==> config.mk <==
export PLATFORM = sky130hd
export DESIGN_NAME = sdram_bank_monitor
export DESIGN_NICKNAME = d
export VERILOG_FILES = /design/src/rtl/sdram_mon_pkg.sv /design/src/rtl/sdram_cmd_decode.sv /design/src/rtl/sdram_cmd_judge.sv /design/src/rtl/sdram_bank_track.sv /design/src/rtl/sdram_bank_monitor.sv
export SDC_FILE = /design/constraint.sdc
export NUM_CORES = 1
export LEC_CHECK = 0
export BUFFER_PORTS_ARGS = -buffer_cell sky130_fd_sc_hd__buf_2
export CORE_ASPECT_RATIO = 0.5
export CORE_MARGIN = 10
export CORE_UTILIZATION = 60
export DETAILED_ROUTE_END_ITERATION = 10
export PLACE_DENSITY = 0.76
export SLEW_MARGIN = 5
export SYNTH_ARGS = -nofsm -noshare
export SYNTH_HDL_FRONTEND = slang
export SYNTH_HIERARCHICAL = 1
export SYNTH_SLANG_ARGS = --single-unit
==> constraint.sdc <==
create_clock -name clk -period 7.6 [get_ports clk]
set_clock_uncertainty 0.1 [all_clocks]
set_input_delay 0.76 -clock clk [delete_from_list [all_inputs] [get_ports clk]]
set_output_delay 0.76 -clock clk [all_outputs]
set_load 0.03 [all_outputs]
==> src/rtl/sdram_mon_pkg.sv <==
package sdram_mon_pkg;

  typedef enum logic [2:0] {
    BS_IDLE    = 3'd0,
    BS_ACTIVE  = 3'd1,
    BS_READ    = 3'd2,
    BS_WRITE   = 3'd3,
    BS_PRECH   = 3'd4,
    BS_REFRESH = 3'd5,
    BS_MODESET = 3'd6
  } bankState_t;

  typedef enum logic [1:0] {
    V_LEGAL   = 2'd0,
    V_NOP     = 2'd1,
    V_ILLEGAL = 2'd2
  } verdict_t;

  typedef enum logic [3:0] {
    C_DESL  = 4'd0,
    C_NOP   = 4'd1,
    C_READ  = 4'd2,
    C_WRITE = 4'd3,
    C_ACT   = 4'd4,
    C_PRE   = 4'd5,
    C_REF   = 4'd6,
    C_MRS   = 4'd7,
    C_UNDEF = 4'd8
  } cmdKind_t;

  // Control-to-datapath strobes for one bank
  typedef struct packed {
    logic act;
    logic rd;
    logic wr;
    logic pre;
    logic refresh;
    logic modeSet;
    logic autoPre;
  } bankStrobe_t;

  function automatic int maxOf(input int a, input int b);
    return (a > b) ? a : b;
  endfunction

endpackage

==> src/rtl/sdram_cmd_decode.sv <==
module sdram_cmd_decode
  import sdram_mon_pkg::*;
(
  input  logic     csN,
  input  logic     rasN,
  input  logic     casN,
  input  logic     weN,
  output cmdKind_t cmdKind
);

  always_comb begin
    if (csN) begin
      cmdKind = C_DESL;
    end else begin
      case ({rasN, casN, weN})
        3'b111:  cmdKind = C_NOP;
        3'b101:  cmdKind = C_READ;
        3'b100:  cmdKind = C_WRITE;
        3'b011:  cmdKind = C_ACT;
        3'b010:  cmdKind = C_PRE;
        3'b001:  cmdKind = C_REF;
        3'b000:  cmdKind = C_MRS;
        default: cmdKind = C_UNDEF;
      endcase
    end
  end

endmodule

==> src/rtl/sdram_cmd_judge.sv <==
module sdram_cmd_judge
  import sdram_mon_pkg::*;
#(
  parameter int BANK_W    = 2,
  localparam int NUM_BANKS = 1 << BANK_W
) (
  input  logic                          clk,
  input  logic                          rstN,
  input  cmdKind_t                      cmdKind,
  input  logic [BANK_W-1:0]             bankSel,
  input  logic                          addrA10,
  input  bankState_t [NUM_BANKS-1:0]    viewState,
  input  logic [NUM_BANKS-1:0]          viewAp,
  input  logic [NUM_BANKS-1:0]          rcdOk,
  input  logic                          rrdOk,
  output bankStrobe_t [NUM_BANKS-1:0]   strobes,
  output verdict_t                      verdictQ,
  output logic                          errorQ
);

  verdict_t   verdictD;
  bankState_t tgtState;
  logic       anyLock, allIdle, anyOpen, anyBlock;

  always_comb begin
    anyLock  = 1'b0;
    allIdle  = 1'b1;
    anyOpen  = 1'b0;
    anyBlock = 1'b0;
    for (int i = 0; i < NUM_BANKS; i++) begin
      if (viewState[i] == BS_REFRESH || viewState[i] == BS_MODESET) anyLock = 1'b1;
      if (viewState[i] != BS_IDLE) allIdle = 1'b0;
      if (viewState[i] == BS_ACTIVE || (viewState[i] == BS_READ && !viewAp[i])) anyOpen = 1'b1;
      if (viewState[i] == BS_WRITE || viewAp[i]) anyBlock = 1'b1;
    end
  end

  assign tgtState = viewState[bankSel];

  always_comb begin
    verdictD = V_NOP;
    strobes  = '0;
    if (cmdKind == C_DESL || cmdKind == C_NOP) begin
      verdictD = V_NOP;
    end else if (anyLock) begin
      verdictD = V_ILLEGAL;
    end else begin
      case (cmdKind)
        C_ACT: begin
          if (tgtState == BS_IDLE && rrdOk) begin
            verdictD = V_LEGAL;
            strobes[bankSel].act = 1'b1;
          end else begin
            verdictD = V_ILLEGAL;
          end
        end
        C_READ, C_WRITE: begin
          if ((tgtState == BS_ACTIVE || tgtState == BS_READ || tgtState == BS_WRITE)
              && !viewAp[bankSel] && rcdOk[bankSel]) begin
            verdictD = V_LEGAL;
            strobes[bankSel].rd      = (cmdKind == C_READ);
            strobes[bankSel].wr      = (cmdKind == C_WRITE);
            strobes[bankSel].autoPre = addrA10;
          end else begin
            verdictD = V_ILLEGAL;
          end
        end
        C_PRE: begin
          if (addrA10) begin
            if (anyBlock) begin
              verdictD = V_ILLEGAL;
            end else if (anyOpen) begin
              verdictD = V_LEGAL;
              for (int i = 0; i < NUM_BANKS; i++) begin
                if (viewState[i] == BS_ACTIVE || viewState[i] == BS_READ) strobes[i].pre = 1'b1;
              end
            end else begin
              verdictD = V_NOP;
            end
          end else if (tgtState == BS_IDLE || tgtState == BS_PRECH) begin
            verdictD = V_NOP;
          end else if (tgtState == BS_WRITE || viewAp[bankSel]) begin
            verdictD = V_ILLEGAL;
          end else begin
            verdictD = V_LEGAL;
            strobes[bankSel].pre = 1'b1;
          end
        end
        C_REF: begin
          if (allIdle) begin
            verdictD = V_LEGAL;
            for (int i = 0; i < NUM_BANKS; i++) strobes[i].refresh = 1'b1;
          end else begin
            verdictD = V_ILLEGAL;
          end
        end
        C_MRS: begin
          if (allIdle) begin
            verdictD = V_LEGAL;
            for (int i = 0; i < NUM_BANKS; i++) strobes[i].modeSet = 1'b1;
          end else begin
            verdictD = V_ILLEGAL;
          end
        end
        default: verdictD = V_ILLEGAL;
      endcase
    end
  end

  always_ff @(posedge clk) begin
    if (!rstN) begin
      verdictQ <= V_NOP;
      errorQ   <= 1'b0;
    end else begin
      verdictQ <= verdictD;
      errorQ   <= errorQ | (verdictD == V_ILLEGAL);
    end
  end

  // the error flag never clears on its own
  assert_error_sticky_R13: assert property (@(posedge clk) disable iff (!rstN)
    errorQ |=> errorQ);

  // a reported refusal is always accompanied by the flag
  assert_illegal_flags_R13: assert property (@(posedge clk) disable iff (!rstN)
    (verdictQ == V_ILLEGAL) |-> errorQ);

endmodule

==> src/rtl/sdram_bank_track.sv <==
module sdram_bank_track
  import sdram_mon_pkg::*;
#(
  parameter int BANK_W    = 2,
  parameter int BURST_LEN = 4,
  parameter int T_RP      = 3,
  parameter int T_RCD     = 3,
  parameter int T_RC      = 6,
  parameter int T_RRD     = 2,
  parameter int T_DPL     = 2,
  parameter int T_MRD     = 2,
  localparam int NUM_BANKS = 1 << BANK_W
) (
  input  logic                        clk,
  input  logic                        rstN,
  input  bankStrobe_t [NUM_BANKS-1:0] strobes,
  output bankState_t  [NUM_BANKS-1:0] viewState,
  output logic [NUM_BANKS-1:0]        viewAp,
  output logic [NUM_BANKS-1:0]        rcdOk,
  output logic                        rrdOk
);

  localparam int CNT_MAX = maxOf(maxOf(T_RP, T_RC), maxOf(BURST_LEN + T_DPL, T_MRD));
  localparam int CNT_W   = $clog2(CNT_MAX + 1);
  localparam int RCD_W   = $clog2(T_RCD + 1);
  localparam int RRD_W   = $clog2(T_RRD + 1);

  localparam logic [CNT_W-1:0] CNT_ONE  = CNT_W'(1);
  localparam logic [CNT_W-1:0] RP_FULL  = CNT_W'(T_RP);
  localparam logic [CNT_W-1:0] RP_LOAD  = CNT_W'(T_RP - 1);
  localparam logic [CNT_W-1:0] RC_LOAD  = CNT_W'(T_RC - 1);
  localparam logic [CNT_W-1:0] MRD_LOAD = CNT_W'(T_MRD - 1);
  localparam logic [CNT_W-1:0] RD_LOAD  = CNT_W'(BURST_LEN - 1);
  localparam logic [CNT_W-1:0] WR_LOAD  = CNT_W'(BURST_LEN + T_DPL - 2);
  localparam logic [RCD_W-1:0] RCD_LOAD = RCD_W'(T_RCD - 1);
  localparam logic [RRD_W-1:0] RRD_LOAD = RRD_W'(T_RRD - 1);

  logic [NUM_BANKS-1:0] actVec;
  logic [NUM_BANKS-1:0] lockVec;
  logic [RRD_W-1:0]     rrdQ;

  for (genvar b = 0; b < NUM_BANKS; b++) begin : gBank
    bankState_t       stateQ, vState;
    logic [CNT_W-1:0] cntQ, vCnt;
    logic             apQ, vAp;
    logic [RCD_W-1:0] rcdQ;

    // Resolve counters that have run out into the state a command sees now
    always_comb begin
      vState = stateQ;
      vCnt   = cntQ;
      vAp    = apQ;
      if ((stateQ == BS_READ || stateQ == BS_WRITE) && cntQ == '0) begin
        vAp = 1'b0;
        if (apQ) begin
          vState = BS_PRECH;
          vCnt   = RP_FULL;
        end else begin
          vState = BS_ACTIVE;
        end
      end
      if ((vState == BS_PRECH || vState == BS_REFRESH || vState == BS_MODESET) && vCnt == '0)
        vState = BS_IDLE;
    end

    always_ff @(posedge clk) begin
      if (!rstN) begin
        stateQ <= BS_IDLE;
        cntQ   <= '0;
        apQ    <= 1'b0;
        rcdQ   <= '0;
      end else begin
        rcdQ <= (rcdQ == '0) ? '0 : rcdQ - RCD_W'(1);
        if (strobes[b].act) begin
          stateQ <= BS_ACTIVE;
          cntQ   <= '0;
          apQ    <= 1'b0;
          rcdQ   <= RCD_LOAD;
        end else if (strobes[b].rd) begin
          stateQ <= BS_READ;
          cntQ   <= RD_LOAD;
          apQ    <= strobes[b].autoPre;
        end else if (strobes[b].wr) begin
          stateQ <= BS_WRITE;
          cntQ   <= WR_LOAD;
          apQ    <= strobes[b].autoPre;
        end else if (strobes[b].pre) begin
          stateQ <= BS_PRECH;
          cntQ   <= RP_LOAD;
          apQ    <= 1'b0;
        end else if (strobes[b].refresh) begin
          stateQ <= BS_REFRESH;
          cntQ   <= RC_LOAD;
          apQ    <= 1'b0;
        end else if (strobes[b].modeSet) begin
          stateQ <= BS_MODESET;
          cntQ   <= MRD_LOAD;
          apQ    <= 1'b0;
        end else begin
          stateQ <= vState;
          cntQ   <= (vCnt == '0) ? '0 : vCnt - CNT_ONE;
          apQ    <= vAp;
        end
      end
    end

    assign viewState[b] = vState;
    assign viewAp[b]    = vAp;
    assign rcdOk[b]     = (rcdQ == '0);
    assign actVec[b]    = strobes[b].act;
    assign lockVec[b]   = (vState == BS_REFRESH);

    // an activate only ever reaches a bank that is idle
    assert_act_idle_R3: assert property (@(posedge clk) disable iff (!rstN)
      strobes[b].act |-> (vState == BS_IDLE));

    // column commands reach the bank only once its row delay has run out
    assert_rcd_window_R5: assert property (@(posedge clk) disable iff (!rstN)
      (strobes[b].rd || strobes[b].wr) |-> (rcdQ == '0));

    // no precharge lands on a bank still in write recovery
    assert_dpl_window_R7: assert property (@(posedge clk) disable iff (!rstN)
      strobes[b].pre |-> (vState != BS_WRITE));

    // an accepted precharge puts the bank in the precharging state
    assert_pre_enters_R8: assert property (@(posedge clk) disable iff (!rstN)
      strobes[b].pre |=> (stateQ == BS_PRECH));
  end

  always_ff @(posedge clk) begin
    if (!rstN) begin
      rrdQ <= '0;
    end else if (|actVec) begin
      rrdQ <= RRD_LOAD;
    end else if (rrdQ != '0) begin
      rrdQ <= rrdQ - RRD_W'(1);
    end
  end

  assign rrdOk = (rrdQ == '0);

  // activates never come closer together than the spacing window
  assert_rrd_window_R4: assert property (@(posedge clk) disable iff (!rstN)
    (|actVec) |-> (rrdQ == '0));

  // refresh holds all banks together
  assert_refresh_all_R10: assert property (@(posedge clk) disable iff (!rstN)
    (|lockVec) |-> (&lockVec));

endmodule

==> src/rtl/sdram_bank_monitor.sv <==
module sdram_bank_monitor
  import sdram_mon_pkg::*;
#(
  parameter int BANK_W    = 2,
  parameter int BURST_LEN = 4,
  parameter int T_RP      = 3,
  parameter int T_RCD     = 3,
  parameter int T_RC      = 6,
  parameter int T_RRD     = 2,
  parameter int T_DPL     = 2,
  parameter int T_MRD     = 2,
  localparam int NUM_BANKS = 1 << BANK_W
) (
  input  logic                     clk,
  input  logic                     rstN,
  input  logic                     csN,
  input  logic                     rasN,
  input  logic                     casN,
  input  logic                     weN,
  input  logic [BANK_W-1:0]        bankSel,
  input  logic                     addrA10,
  output logic [1:0]               verdict,
  output logic                     errorFlag,
  output logic [3*NUM_BANKS-1:0]   bankStates
);

  cmdKind_t                      cmdKind;
  bankStrobe_t [NUM_BANKS-1:0]   strobes;
  bankState_t  [NUM_BANKS-1:0]   viewState;
  logic [NUM_BANKS-1:0]          viewAp;
  logic [NUM_BANKS-1:0]          rcdOk;
  logic                          rrdOk;
  verdict_t                      verdictQ;

  sdram_cmd_decode uDecode (
    .csN     (csN),
    .rasN    (rasN),
    .casN    (casN),
    .weN     (weN),
    .cmdKind (cmdKind)
  );

  sdram_cmd_judge #(.BANK_W(BANK_W)) uJudge (
    .clk       (clk),
    .rstN      (rstN),
    .cmdKind   (cmdKind),
    .bankSel   (bankSel),
    .addrA10   (addrA10),
    .viewState (viewState),
    .viewAp    (viewAp),
    .rcdOk     (rcdOk),
    .rrdOk     (rrdOk),
    .strobes   (strobes),
    .verdictQ  (verdictQ),
    .errorQ    (errorFlag)
  );

  sdram_bank_track #(
    .BANK_W    (BANK_W),
    .BURST_LEN (BURST_LEN),
    .T_RP      (T_RP),
    .T_RCD     (T_RCD),
    .T_RC      (T_RC),
    .T_RRD     (T_RRD),
    .T_DPL     (T_DPL),
    .T_MRD     (T_MRD)
  ) uTrack (
    .clk       (clk),
    .rstN      (rstN),
    .strobes   (strobes),
    .viewState (viewState),
    .viewAp    (viewAp),
    .rcdOk     (rcdOk),
    .rrdOk     (rrdOk)
  );

  assign verdict = verdictQ;

  for (genvar b = 0; b < NUM_BANKS; b++) begin : gOut
    assign bankStates[3*b +: 3] = viewState[b];
  end

endmodule

* Word level (Yosys, flattened, before mapping)
Index checks and enable logic that the tools add are counted.
** Word-level totals
- Flip-flop bits (word level) :: 41
- Input bits :: 9
** Operators by class
- Add/sub/neg operators :: 9
- Magnitude comparators :: 2
- Equal/unequal tests :: 58
- Mux-type cells :: 190
- Bitwise operators :: 3
- Reduce and logical (&&, ||, !) cells :: 96
** Operators by type and width (count)
- 3-bit two-way mux :: 55
- 28-bit two-way mux :: 5
- 3-bit equality test (second input constant) :: 24
- 7-bit demux with 2-bit select :: 5
- 1-bit two-way mux :: 67
- 3-bit by 2-bit equality test with 1-bit output (second input constant) :: 20
- 2-bit two-way mux :: 29
- 28-bit bitwise mux :: 2
- 5-bit one-hot mux with 3 select lines :: 3
- 1-bit logical OR :: 33
- 1-bit one-hot mux with 4 select lines :: 8
- 3-bit zero test :: 10
- 28-bit bitwise AND :: 1
- 4-bit one-hot mux with 7 select lines :: 1
- 25-bit two-way mux :: 1
- 6-bit two-way mux :: 4
- 3-bit OR reduction :: 8
- 4-bit OR reduction :: 5
- 3-bit by 1-bit equality test with 1-bit output (second input constant) :: 6
- 4-bit by 3-bit equality test with 1-bit output (second input constant) :: 4
- 1-bit logical AND :: 16
- 4-bit one-hot mux with 3 select lines :: 1
- 3-bit nonzero test :: 4
- 2-bit OR reduction :: 6
- other kinds (21) :: 40

* Logic depth before layout (Yosys ltp)
- Depth after elaboration :: 28
- Gate-level depth with buffers :: 18
- Gate-level depth less buffers :: 17

* Cells and area by module
Netlist, hierarchy kept.
** Modules (own cells, without submodules)
- sdram_bank_track :: instances 1, cells each 271, area each 2218.4 um^2
- sdram_cmd_judge :: instances 1, cells each 122, area each 919.6 um^2
- sdram_cmd_decode :: instances 1, cells each 7, area each 37.5 um^2

* Worst setup path before layout
OpenSTA, ideal clock, no wires.
- Path type :: flip-flop to flip-flop
- From :: register uTrack.gBank[0].stateQ[2]
- To :: register uTrack.gBank[0].stateQ[0]
- Library setup time :: 61 ps
- Arrival time :: 4496 ps
- Path slack :: 2943 ps
- Cell stages (with the launch flop) :: 16
- Clock period less this slack :: 4657 ps
- Cell sequence :: dfxtp_1 nor4_4 and3_4 nor2_1 ha_1 nor4bb_1 nor3b_1 xor2_1 a22oi_1 nand2_1 or3_1 nor3_1 nand2b_1 nand3_1 or4_1 nand2_1
** RTL lines
- start, declared :: line sdram_bank_track.sv:43 : bankState_t stateQ, vState;
- start signal, assigned :: line sdram_bank_track.sv:100 : stateQ <= vState;

==> results.md <==
- Status: finished clean
- Reg2reg end: uTrack/gBank[0].stateQ[0]
- Number of remaining DRC errors: 0
- TritonCTS clock tree: done
- Critical Path AT: between 4 and 5 ns
- Worst-Margin Slew: between 0.8 and 0.9 ns
- Synth Instances: 400
- Setup CP Type: reg2reg
- Synth area leaders: dfxtp_1 26%, a21oi_1 5.4%, nor2_1 5.0%
- Seq pwr share: 0.380
- Top cell type's share of synthesized area: 0.258
- Post-CTS Setup Bufs: 0
- CTS resizes: 0
- Internal power: approximately 440 uW
- Xor and xnor area share after synthesis: 0.0138
- Row count: 18
- Worst rel slew slack: 0.405
- Htree depth: 2
- Main combinational cell family by area after synthesis: simple AND/OR/NAND/NOR gates
- Largest net degree at the start of global routing: 27
- Startpoint types: register
- Gr usage total: 0.185
- Synthesized netlist net count: around 420
- Post-route ant nets: 0
- Remaining global-route overflow: 0
- Nets: 434
- Top-count cell post-synth: nor2_1
- Detailed-route via count: between 3000 and 4000
- ANT cells: 0
- Comb power frac: 0.426
- Number of global-route vias before repair: around 2900
- Max cap viols: 0
- RSZ-0062 raised after global routing: false
- Post-Synth Adder-Cell Area: 0.0276
- Synthesized area per cell: 7.94 um2
- Clk network pwr share: 0.194
- Hold endpoint: uTrack/gBank[1].rcdQ[0]
- Die Height: 71.4 um
- Top Metal Used: met4
- Setup TNS: 0 ns
- # IOs: 24
- Initial Util: 0.632
- First-pass GRT wire length: roughly 14 mm
- CTS max path bufs: 2
- Sw frac: 0.386
- Final HPWL DP: about 6.3 mm
- Flop-to-flop setup slack: about 2.8 ns
- CTS sink count: 41
- Post-synthesis mux area share: 0.0410
- Psw: ~280 uW
- CTS root buf: clkbuf_8
- Drt first pass iters: 7
- Total CTS buffers: 5
- Synth cell count leaders: 42 x nor2_1, 41 x dfxtp_1, 34 x a21oi_1
- Metal2 WL: 3.86 mm
- Worst hold stages: 1
- Post-Syn Area: 0.00318 mm2
- Simple-gate share of the synthesized area: 0.369
- Port bufs: 23
- Async set-or-reset flop fraction in the synthesized netlist: 0
- Pwr Density: between 200 and 250 mW/mm2
- RR Startpoint: uTrack/gBank[0].stateQ[2]
- Yosys top cell by area: dfxtp_1
- EDFF count, synth: 0
- # hold bufs at CTS: 0
- Fin crit share: 0.635
- Crit. End Element: register
- Die outline width: 123 um
- Drt wl/cell: 17.3 um
- Synth unique cells: 69
- Area delta synth->final: 6.50%
- Worst-Skew Late Latency: between 0.2 and 0.3 ns
- Minimum clock period after layout: ~4.8 ns
- Fraction of layout cells with a size suffix above 1: 0.134
- Number of cells on the worst reg-to-reg path: 15
- Final wirelength: between 8 and 9 mm
- Pleak: 0.00126 uW
- CP Max Fanout: 7
- Sequential Area: around 820 um2
- Final Hold Viols: 0
- Tightest Hold Check Type: reg2reg
- Worst hold path startpoint: uTrack/gBank[1].rcdQ[0]
- Met3 routed WL: 712 um
- Syn. warnings: 6
- FF+latch count, synth: between 40 and 50
- Critical Path RT: 7.74 ns
- FMAX: around 210 MHz
- Area of the multi-input gates: between 0.002 and 0.0025 mm2
- WL met1: 3.85 mm
- Antenna violations before repair: 0
- Most used flip-flop cell after synthesis: dfxtp_1
- Seq/Total Area, Yosys: 0.258
- Die area: 0.00878 mm2
- Drt initial violations: 229
- Gpl congestion: between 0.9 and 1
- Fin. max-slew vios: 0
- Hold slack: about 0.35 ns
- Area fraction in compound gates after synthesis: 0.233
- Maximum vdd drop: around 130 uV
- Core area: around 0.0050 mm2
- Final setup viols: 0
- Vias/cell: ~6.5
- Clk slew on worst S/H paths: 0.08 ns
- Filler instances: about 430
## final cells by class
cell class                      count  share of cell area
Multi-Input combinational cell    325               0.643
Sequential cell                    41               0.243
Timing Repair Buffer               27              0.0429
Tap cell                           70              0.0259
Clock buffer                        5              0.0203
Inverter                           18              0.0200
Clock inverter                      3             0.00518
## worst max-delay path, stage by stage, from the launching register on
cell	delay, ns
dfxtp_1	0.37
nor4_4	0.36
and3_4	0.26
nor2_1	0.07
ha_1	0.28
nor4bb_1	0.17
nor3b_1	0.73
xor2_1	0.20
a22oi_1	0.23
nand2_1	0.22
or3_1	0.50
nor3_1	0.52
nand2b_1	0.21
nand3_1	0.08
or4_1	0.41
nand2_1	0.06
## worst max path at each step
stage                              startpoint                        end  slack [ns]  depth (start not counted)
global route        uTrack/gBank[0].stateQ[2]  uTrack/gBank[0].stateQ[0]        2.45                         15
finish              uTrack/gBank[0].stateQ[2]  uTrack/gBank[0].stateQ[0]        2.77                         15
detailed placement  uTrack/gBank[0].stateQ[2]  uTrack/gBank[0].stateQ[0]        2.93                         15
CTS                 uTrack/gBank[0].stateQ[2]  uTrack/gBank[0].stateQ[0]        2.89                         15
floorplan           uTrack/gBank[0].stateQ[2]  uTrack/gBank[0].stateQ[0]        2.94                         15
global placement    uTrack/gBank[0].stateQ[2]  uTrack/gBank[0].stateQ[0]        3.12                         15
## routing by layer
layer,global-route usage,up-vias
met3,0.0391,8
met4,0.0247,0
met2,0.308,131
li1,-,1526
met5,0,-
met1,0.245,1524
## state kept, by name, summed over array words and instances (netlist names)
| name | cells |
|---|---|
| uTrack/gBank.stateQ | 12 |
| uJudge/errorQ | 1 |
| uJudge/verdictQ | 2 |
| uTrack/gBank.apQ | 4 |
| uTrack/gBank.cntQ | 12 |
| uTrack/gBank.rcdQ | 8 |
| uTrack/rrdQ | 2 |
## layout by cell type, fill, tap and decap left out, types with 6 or more instances in the layout
cell type and n:
ha_1 7, nor3_1 15, nand2b_1 10, a31oi_1 7
buf_2 23, o21ai_0 18, nor2_1 42, nand2_1 19
o21bai_1 7, nor2b_1 18, nand4b_1 7, dfxtp_1 41
inv_1 18, nor3b_1 12, and2_1 10, a21oi_1 34
nand3_1 9, nand3b_1 6
## cells by family after synthesis
family	after synthesis
buffers and inverters	34
AO/OA/AOI/OAI	112
XOR/XNOR	5
multiplexers	6
flip-flops	41
adder cells (fa/ha/maj)	7
AND/OR/NAND/NOR	195
## power by group through the flow
| stage | Clock [uW] | Sequential (uW) | Combinational, uW |
|---|---|---|---|
| 6_report | 139 | 272 | 305 |
| 5_1_grt | 153 | 276 | 338 |
| 4_1_cts | 142 | 271 | 301 |
| 3_5_place_dp | 0 | 276 | 300 |
| 3_3_place_gp | 0 | 275 | 288 |
| 2_1_floorplan | 0 | 274 | 238 |
## metrics by stage
stage	utilization	setup WS (ns)	instances	cell area, um2	power [uW]
3_5_place_dp	0.656	2.93	481	3300	576
3_3_place_gp	0.656	3.12	481	3300	563
4_1_cts	0.673	2.89	489	3380	715
5_1_grt	0.673	2.45	489	3380	767
6_report	0.673	2.77	489	3380	716
2_1_floorplan	-	2.94	400	3180	512
Note: power is estimated with default switching activity, not from simulation.
